$ cat src/rtl/wva_pkg.sv
package wva_pkg;
  localparam int unsigned DEF_DATA_W  = 16;
  localparam int unsigned DEF_MUL_LAT = 5;
  localparam int unsigned DEF_ADD_LAT = 4;

  function automatic int unsigned prod_w(input int unsigned dw);
    return 2 * dw;
  endfunction

  function automatic int unsigned sum_w(input int unsigned dw);
    return 2 * dw + 1;
  endfunction
endpackage

$ cat src/rtl/wva_delay.sv
module wva_delay #(
  parameter int unsigned W   = 8,
  parameter int unsigned LAT = 1
) (
  input  logic         clk_i,
  input  logic         rst_ni,
  input  logic         v_i,
  input  logic [W-1:0] d_i,
  output logic         v_o,
  output logic [W-1:0] d_o
);
  if (LAT == 0) begin : g_pass
    assign v_o = v_i;
    assign d_o = d_i;
  end else begin : g_pipe
    logic         v_q [LAT];
    logic [W-1:0] d_q [LAT];
    for (genvar s = 0; s < LAT; s++) begin : g_stg
      always_ff @(posedge clk_i or negedge rst_ni) begin
        if (!rst_ni) begin
          v_q[s] <= 1'b0;
          d_q[s] <= '0;
        end else if (s == 0) begin
          v_q[s] <= v_i;
          d_q[s] <= d_i;
        end else begin
          v_q[s] <= v_q[s-1];
          d_q[s] <= d_q[s-1];
        end
      end
    end
    assign v_o = v_q[LAT-1];
    assign d_o = d_q[LAT-1];
  end
endmodule

$ cat src/rtl/wva_mul_lane.sv
module wva_mul_lane #(
  parameter int unsigned DATA_W = 16,
  parameter int unsigned LAT    = 5,
  localparam int unsigned PW    = 2 * DATA_W
) (
  input  logic              clk_i,
  input  logic              rst_ni,
  input  logic              load_i,
  input  logic [DATA_W-1:0] wgt_i,
  input  logic              v_i,
  input  logic [DATA_W-1:0] x_i,
  output logic              done_o,
  output logic [PW-1:0]     prod_o
);
  logic signed [DATA_W-1:0] wgt_q, w1_q, x1_q;
  logic                     v1_q;
  logic signed [PW-1:0]     prod;

  always_ff @(posedge clk_i or negedge rst_ni) begin
    if (!rst_ni)     wgt_q <= '0;
    else if (load_i) wgt_q <= wgt_i;
  end

  // operand capture: weight taken before any same-cycle load lands
  always_ff @(posedge clk_i or negedge rst_ni) begin
    if (!rst_ni) begin
      v1_q <= 1'b0;
      x1_q <= '0;
      w1_q <= '0;
    end else begin
      v1_q <= v_i;
      if (v_i) begin
        x1_q <= x_i;
        w1_q <= wgt_q;
      end
    end
  end

  assign prod = PW'(x1_q) * PW'(w1_q);

  wva_delay #(.W(PW), .LAT(LAT - 1)) u_mdly (
    .clk_i (clk_i),
    .rst_ni(rst_ni),
    .v_i   (v1_q),
    .d_i   (prod),
    .v_o   (done_o),
    .d_o   (prod_o)
  );


  prod_known_chk: assert property (@(posedge clk_i) disable iff (!rst_ni)
    done_o |-> !$isunknown(prod_o));
endmodule

$ cat src/rtl/wva_add_stage.sv
module wva_add_stage #(
  parameter int unsigned IN_W = 32,
  parameter int unsigned LAT  = 4,
  localparam int unsigned OW  = IN_W + 1
) (
  input  logic            clk_i,
  input  logic            rst_ni,
  input  logic            v_i,
  input  logic [IN_W-1:0] a_i,
  input  logic [IN_W-1:0] b_i,
  output logic            v_o,
  output logic [OW-1:0]   s_o
);
  logic signed [OW-1:0] sum;

  assign sum = OW'($signed(a_i)) + OW'($signed(b_i));

  wva_delay #(.W(OW), .LAT(LAT)) u_adly (
    .clk_i (clk_i),
    .rst_ni(rst_ni),
    .v_i   (v_i),
    .d_i   (sum),
    .v_o   (v_o),
    .d_o   (s_o)
  );


  sum_known_chk: assert property (@(posedge clk_i) disable iff (!rst_ni)
    v_o |-> !$isunknown(s_o));
endmodule

$ cat src/rtl/wva_pipe.sv
module wva_pipe
  import wva_pkg::*;
#(
  parameter int unsigned DATA_W  = DEF_DATA_W,
  parameter int unsigned MUL_LAT = DEF_MUL_LAT,
  parameter int unsigned ADD_LAT = DEF_ADD_LAT,
  localparam int unsigned PW     = prod_w(DATA_W),
  localparam int unsigned SW     = sum_w(DATA_W)
) (
  input  logic              clk_i,
  input  logic              rst_ni,
  input  logic              wload_i,
  input  logic [DATA_W-1:0] alpha_i,
  input  logic [DATA_W-1:0] beta_i,
  input  logic              in_valid_i,
  input  logic [DATA_W-1:0] x_i,
  input  logic [DATA_W-1:0] y_i,
  output logic              alpha_done_o,
  output logic              beta_done_o,
  output logic              out_valid_o,
  output logic [SW-1:0]     w_o
);
  logic [PW-1:0] a_prod, b_prod;

  wva_mul_lane #(.DATA_W(DATA_W), .LAT(MUL_LAT)) u_alpha (
    .clk_i (clk_i),
    .rst_ni(rst_ni),
    .load_i(wload_i),
    .wgt_i (alpha_i),
    .v_i   (in_valid_i),
    .x_i   (x_i),
    .done_o(alpha_done_o),
    .prod_o(a_prod)
  );

  wva_mul_lane #(.DATA_W(DATA_W), .LAT(MUL_LAT)) u_beta (
    .clk_i (clk_i),
    .rst_ni(rst_ni),
    .load_i(wload_i),
    .wgt_i (beta_i),
    .v_i   (in_valid_i),
    .x_i   (y_i),
    .done_o(beta_done_o),
    .prod_o(b_prod)
  );

  // join: add only once both lanes report done
  wva_add_stage #(.IN_W(PW), .LAT(ADD_LAT)) u_add (
    .clk_i (clk_i),
    .rst_ni(rst_ni),
    .v_i   (alpha_done_o & beta_done_o),
    .a_i   (a_prod),
    .b_i   (b_prod),
    .v_o   (out_valid_o),
    .s_o   (w_o)
  );

  // in-flight occupancy tracker for the checks below
  localparam int unsigned DEPTH = MUL_LAT + ADD_LAT;
  localparam int unsigned CW    = $clog2(DEPTH + 2);
  logic [CW-1:0] inflight_q;

  always_ff @(posedge clk_i or negedge rst_ni) begin
    if (!rst_ni) inflight_q <= '0;
    else begin
      case ({in_valid_i, out_valid_o})
        2'b10:   inflight_q <= inflight_q + 1'b1;
        2'b01:   inflight_q <= inflight_q - 1'b1;
        default: inflight_q <= inflight_q;
      endcase
    end
  end


  done_pair_chk: assert property (@(posedge clk_i) disable iff (!rst_ni)
    alpha_done_o == beta_done_o);


  inflight_bound_chk: assert property (@(posedge clk_i) disable iff (!rst_ni)
    inflight_q <= CW'(DEPTH));


  strobe_has_elem_chk: assert property (@(posedge clk_i) disable iff (!rst_ni)
    out_valid_o |-> inflight_q != '0);


  done_has_elem_chk: assert property (@(posedge clk_i) disable iff (!rst_ni)
    alpha_done_o |-> inflight_q != '0);
endmodule

$ cat config.mk
export PLATFORM = sky130hd
export DESIGN_NAME = wva_pipe
export DESIGN_NICKNAME = d
export VERILOG_FILES = /design/src/rtl/wva_pkg.sv /design/src/rtl/wva_delay.sv /design/src/rtl/wva_mul_lane.sv /design/src/rtl/wva_add_stage.sv /design/src/rtl/wva_pipe.sv
export SDC_FILE = /design/constraint.sdc
export NUM_CORES = 2
export LEC_CHECK = 0
export ABC_AREA = 1
export ABC_CLOCK_PERIOD_IN_PS = 6700
export BUFFER_PORTS_ARGS = -buffer_cell sky130_fd_sc_hd__buf_2
export CAP_MARGIN = 20
export CORE_MARGIN = 2
export CORE_UTILIZATION = 30
export DETAILED_ROUTE_END_ITERATION = 16
export PLACE_DENSITY = 0.44
export SLEW_MARGIN = 20
export SYNTH_ARGS = -nofsm -noshare
export SYNTH_HDL_FRONTEND = slang
export SYNTH_SLANG_ARGS = --single-unit
$ cat constraint.sdc
create_clock -name clk_i -period 6.7 [get_ports clk_i]
set_clock_uncertainty 0.2 [all_clocks]
set_input_delay 0.67 -clock clk_i [delete_from_list [all_inputs] [get_ports clk_i]]
set_output_delay 0.67 -clock clk_i [all_outputs]
set_load 0.01 [all_outputs]
* Yosys cells after proc, flatten, opt, wreduce, memory -nomap -nowiden *
Cells that the tools add are included.

storage, ports and cells
  register bits = 493
  latch bits = 0
  RAM bits = 0
  memory bits (read-only) = 0
  bits of input ports = 68
  memories kept = 0

operators by class
  $add $sub $neg = 1
  multipliers = 2
  div/mod/pow operators = 0
  magnitude comparators = 0
  equality and inequality tests = 0
  shift-type cells = 0
  multiplexer cells = 0
  bitwise logic cells = 0
  reduce and logical (&&, ||, !) cells = 0

operators with widths
  cell                          number
  multiplier 16 x 16 -> 32 bit  2
  adder 32 x 32 -> 33 bit       1

* Logic depth before layout (Yosys ltp) *
  depth in word-level cells = 1
  gate-level depth with buffers = 28
  mapped depth without buffers = 26

* Modules after synthesis *
From an unflattened synthesis, not the netlist that was laid out.

second synthesis, totals
  cells, all modules = 4,242
  area total of the unflattened synthesis = 38,329.3 um^2

by module, submodules not included
  module                          times used  cells an instance  area each (um^2)  seq. area each (um^2)
  wva_mul_lane (u_alpha)          1           1,638              12,667.1          1,226.2
  wva_mul_lane (u_beta)           1           1,582              12,489.5          1,226.2
  wva_delay (u_alpha.u_mdly ...)  2           164                3,543.4           3,303.2
  wva_delay (u_add.u_adly)        1           169                3,651.0           3,403.3
  wva_add_stage                   1           523                2,427.3           0.0
  wva_pipe                        1           2                  7.5               0.0

* Worst setup path after synthesis *
No wires, ideal clock.

  path kind = register to register
  start = reg u_alpha.x1_q[15]
  end = reg u_alpha.u_mdly.g_pipe.d_q[127] (netlist name)
  arrival = 5.428 ns
  slack = 0.955 ns
  cell stages (with the launch flop) = 23
  buffers on the path = 2
  period minus slack after synthesis = 5.745 ns
  path through = dfrtp_1 > clkbuf_1 > clkbuf_1 > nand2_1 > inv_1 > fa_1 > fa_1 > fa_1 > fa_1 > fa_1 > inv_1 > fa_1 > inv_1 > ha_1 > nand2_1 > nor2_1 > inv_1 > nor3_1 > nand2_1 > inv_1 > nor2_1 > nand2_1 > nand2_1

on the way
  word-level cells in the longest chain between the ends = 1

RTL lines
  what                           RTL line            text
  start, declared                wva_mul_lane.sv:15  logic signed [DATA_W-1:0] wgt_q, w1_q, x1_q;
  start signal, assigned         wva_mul_lane.sv:33  x1_q <= x_i;
  multiplier 16 x 16 -> 32 bit   wva_mul_lane.sv:39  assign prod = PW'(x1_q) * PW'(w1_q);
  via u_alpha.prod[31]           wva_mul_lane.sv:17  logic signed [PW-1:0] prod;
  end signal, assigned by index  wva_delay.sv:25     d_q[s] <= d_i;
  end signal, assigned by index  wva_delay.sv:28     d_q[s] <= d_q[s-1];
  end, declared                  wva_delay.sv:17     logic [W-1:0] d_q [LAT];

The timed path passes the listed nets, and every way through them passes these cells.
A chain may end at the register's enable or synchronous reset.

* Worst setup path after layout *
  start = reg u_alpha.x1_q[15]
  end = reg u_alpha.u_mdly.g_pipe.d_q[124] (netlist name)

Same word-level chain as after synthesis.

==> flow_summary.toml <==
[clocking]
cts_made_buffers = 56
cts_sinks = 493
htreeDepth = 2
root_buffer = "clkbuf_16"
cts_tree = "built"
postCtsSetupRepairBufs = 0
clk_pin_slew_ns = 0.06
clockBufferDepth = 3
clkLatencyLatePin_ns = 0.67

[min_path]
hold_depth = 3
hp-class = "in2reg"
holdPathEnd = "u_alpha.wgt_q[11]"
min_from = "alpha_i[11]"

[logic_synthesis]
syn_avg_cell_area_um2 = 8.984
synthCells = 4200
synth_seq_cells = 493
ys_warn_count = 0
synth_top_area_share_pct = 32.70
ys_types = 32
yosysMostFrequentCell = "inv_1"
syn_area_um2 = 37730
yosys-top-cells-area = "dfrtp_1, fa_1, inv_1"
ys.flop_type = "dfrtp_1"
synth_common_cells = "inv_1, nand2_1, fa_1"
ys_seq_area_share_pct = 32.70
yosys.area.top_type = "dfrtp_1"
async_flop_share_pct = 100.0
synth_nets = 4989
synth-edff-count = 0

[sta]
worstMarginPinSlew_ns = 0.8504
max_freq_mhz = 156.9
setup_viol = 0
slew-limit-headroom_pct = 43.31
final_hold_viol_count = 0
timing.final.ws_setup_ns = 0.3253
maxSlewViolCount = 0
tns_ns = 0
min_period_ns = 6.375
rsz0062_at_grt = "no"
min_period_over_period_pct = 95.14

[global_route]
grt_pass1_wl_um = 147400
grtUsageTotal_pct = 14.49
grt_max_degree = 117
antenna_found_initial = 1
grt_pass1_vias = 26898
overflow = 0

[cells_and_area]
area_growth_pct = 12.00
layoutNonFillerInstCount = 5961
antenna_cells = 0
fin_nets = 5054
fin_area_um2 = 42260
layout-drive-gt1-share_pct = 7.145

[placed_design]
dp_hpwl_um = 72240
io_buffers = 103
placed_cell_area_um2 = 39940
pre_cts_ws_ns = 0.2813
gp_congestion = 0.8534
numPlacedInstances = 5827

[setup_path]
cp_cell_sequence = "buf_4 > nand2_1 > fa_1 > inv_1 > fa_1 > fa_1 > fa_1 > fa_1 > inv_1 > fa_1 > inv_1 > ha_1 > nand2_1 > nor2_1 > nand2_1 > nor3_1 > nand2_1 > nand3_1 > nand2_1 > nand2_1"
cp-start-kind = "register"
crit_slowest_cell = "fa_1"
r2r_end = "u_alpha.u_mdly.g_pipe.d_q[124]"
max_stage_delay_ns = 0.81
r2r_cells = 20
r2r_start = "u_alpha.x1_q[15]"
crit_type = "reg2reg"
path_max_fanout = 12
crit_arrival_ns = 6.74
cp.required_ns = 7.07
timing.reg2reg.setup_slack_ns = 0.33
cp-end-kind = "register"

[status]
status = "complete, no violations"

[route]
route.met3.wl_um = 3420
vias_per_cell = 4.160
vias = 24798
drt-met1-wl_um = 42960
drcViolationCount = 0
wl_per_cell_um = 14.82
highest_layer = "met4"
firstDrtPassIters = 5
ant_nets = 0
routed_wl_um = 88340
wl_met2_um = 40170
dr.first_iter.drc_count = 1330

[floorplan]
start_util_pct = 30.13
io_pins = 104
num_rows = 130
core_um2 = 125200
die_area_um2 = 128600
die_y_um = 358.6
die_w_um = 358.6

[flow_run]
drv_cap = 0
worst max-delay path by stage:
stage,slack [ns],cells past startpoint,start,to
final,0.33,20,u_alpha.x1_q[15],u_alpha.u_mdly.g_pipe.d_q[124]
after global placement,0.34,19,u_beta.x1_q[15],u_beta.u_mdly.g_pipe.d_q[126]
after floorplan,0.96,22,u_alpha.x1_q[15],u_alpha.u_mdly.g_pipe.d_q[127]
after detailed placement,0.28,19,u_beta.x1_q[15],u_beta.u_mdly.g_pipe.d_q[126]
after global routing,0.02,20,u_alpha.x1_q[15],u_alpha.u_mdly.g_pipe.d_q[124]
after CTS,0.24,19,u_beta.x1_q[15],u_beta.u_mdly.g_pipe.d_q[126]
state kept, by name (all words and copies together) (netlist names):
name / flops
u_beta.wgt_q: 16
u_add.u_adly.g_pipe.v_q: 3
u_alpha.wgt_q: 16
u_beta.v1_q: 1
u_beta.w1_q: 16
u_alpha.u_mdly.g_pipe.d_q: 96
u_beta.u_mdly.v_o: 1
u_beta.x1_q: 16
u_alpha.x1_q: 16
u_beta.u_mdly.g_pipe.d_q: 96
u_beta.u_mdly.d_o: 32
u_alpha.w1_q: 16
u_beta.u_mdly.g_pipe.v_q: 3
u_add.u_adly.v_o: 1
u_alpha.u_mdly.d_o: 32
u_add.u_adly.d_o: 33
u_add.u_adly.g_pipe.d_q: 99
critical path: cells and delay by family, from the launching register on:
family | cells | cell delay [ns]
DFF | 1 | 0.60
adders and majority gates | 7 | 3.74
buffers and inverters | 4 | 0.40
and+or+nand+nor | 9 | 1.35
repair_timing:
item / in CTS / in global routing
resized for setup: 0 / 1
endpoints found under the hold margin: 135 / 0
hold buffers: 30 / 0
endpoints found under the setup margin: 0 / 1
layer usage:
metal	up-vias	track usage (%)
met5	-	0
met4	0	3.208
met3	102	1.883
met2	416	23.38
met1	12113	20.76
li1	12167	-
final cells by class:
class | count | area [um^2]
Fill cell | 13068 | 82990
Sequential cell | 493 | 12340
Tap cell | 1650 | 2064
Timing Repair Buffer | 186 | 1255
Clock inverter | 28 | 406.6
Multi-Input combinational cell | 2410 | 20390
Clock buffer | 76 | 1607
Inverter | 1118 | 4197
cell families (layout without fill, tap and decap cells):
logic type / Yosys count / after routing / share of synthesized area, %
compound gates: 191 / 191 / 2.696
flops: 493 / 493 / 32.70
mux: 24 / 24 / 0.7163
buf+inv: 1297 / 1408 / 13.26
fa+ha+maj: 721 / 721 / 34.35
simple gates: 1420 / 1420 / 15.02
xor+xnor: 54 / 54 / 1.253
cell usage in the layout (no fill, tap or decap), drive strengths merged, types with 76 or more instances in the layout:
cell type,count
a21oi,103
buf,156
clkbuf,76
dfrtp,493
fa,525
ha,196
inv,1122
nand2,1094
nand3,98
nor2,167
stage by stage:
stage               hold slack (ns)  util, %
floorplan                    0.1312        -
global placement             0.1321    31.89
detailed placement           0.1347    31.89
CTS                        0.002046    33.74
global route                0.02284    33.74
finish                      0.05632    33.74
Power is left out: the tool's default activity adds up to more than one toggle a clock period on the data nets, which glitch-free logic cannot reach.
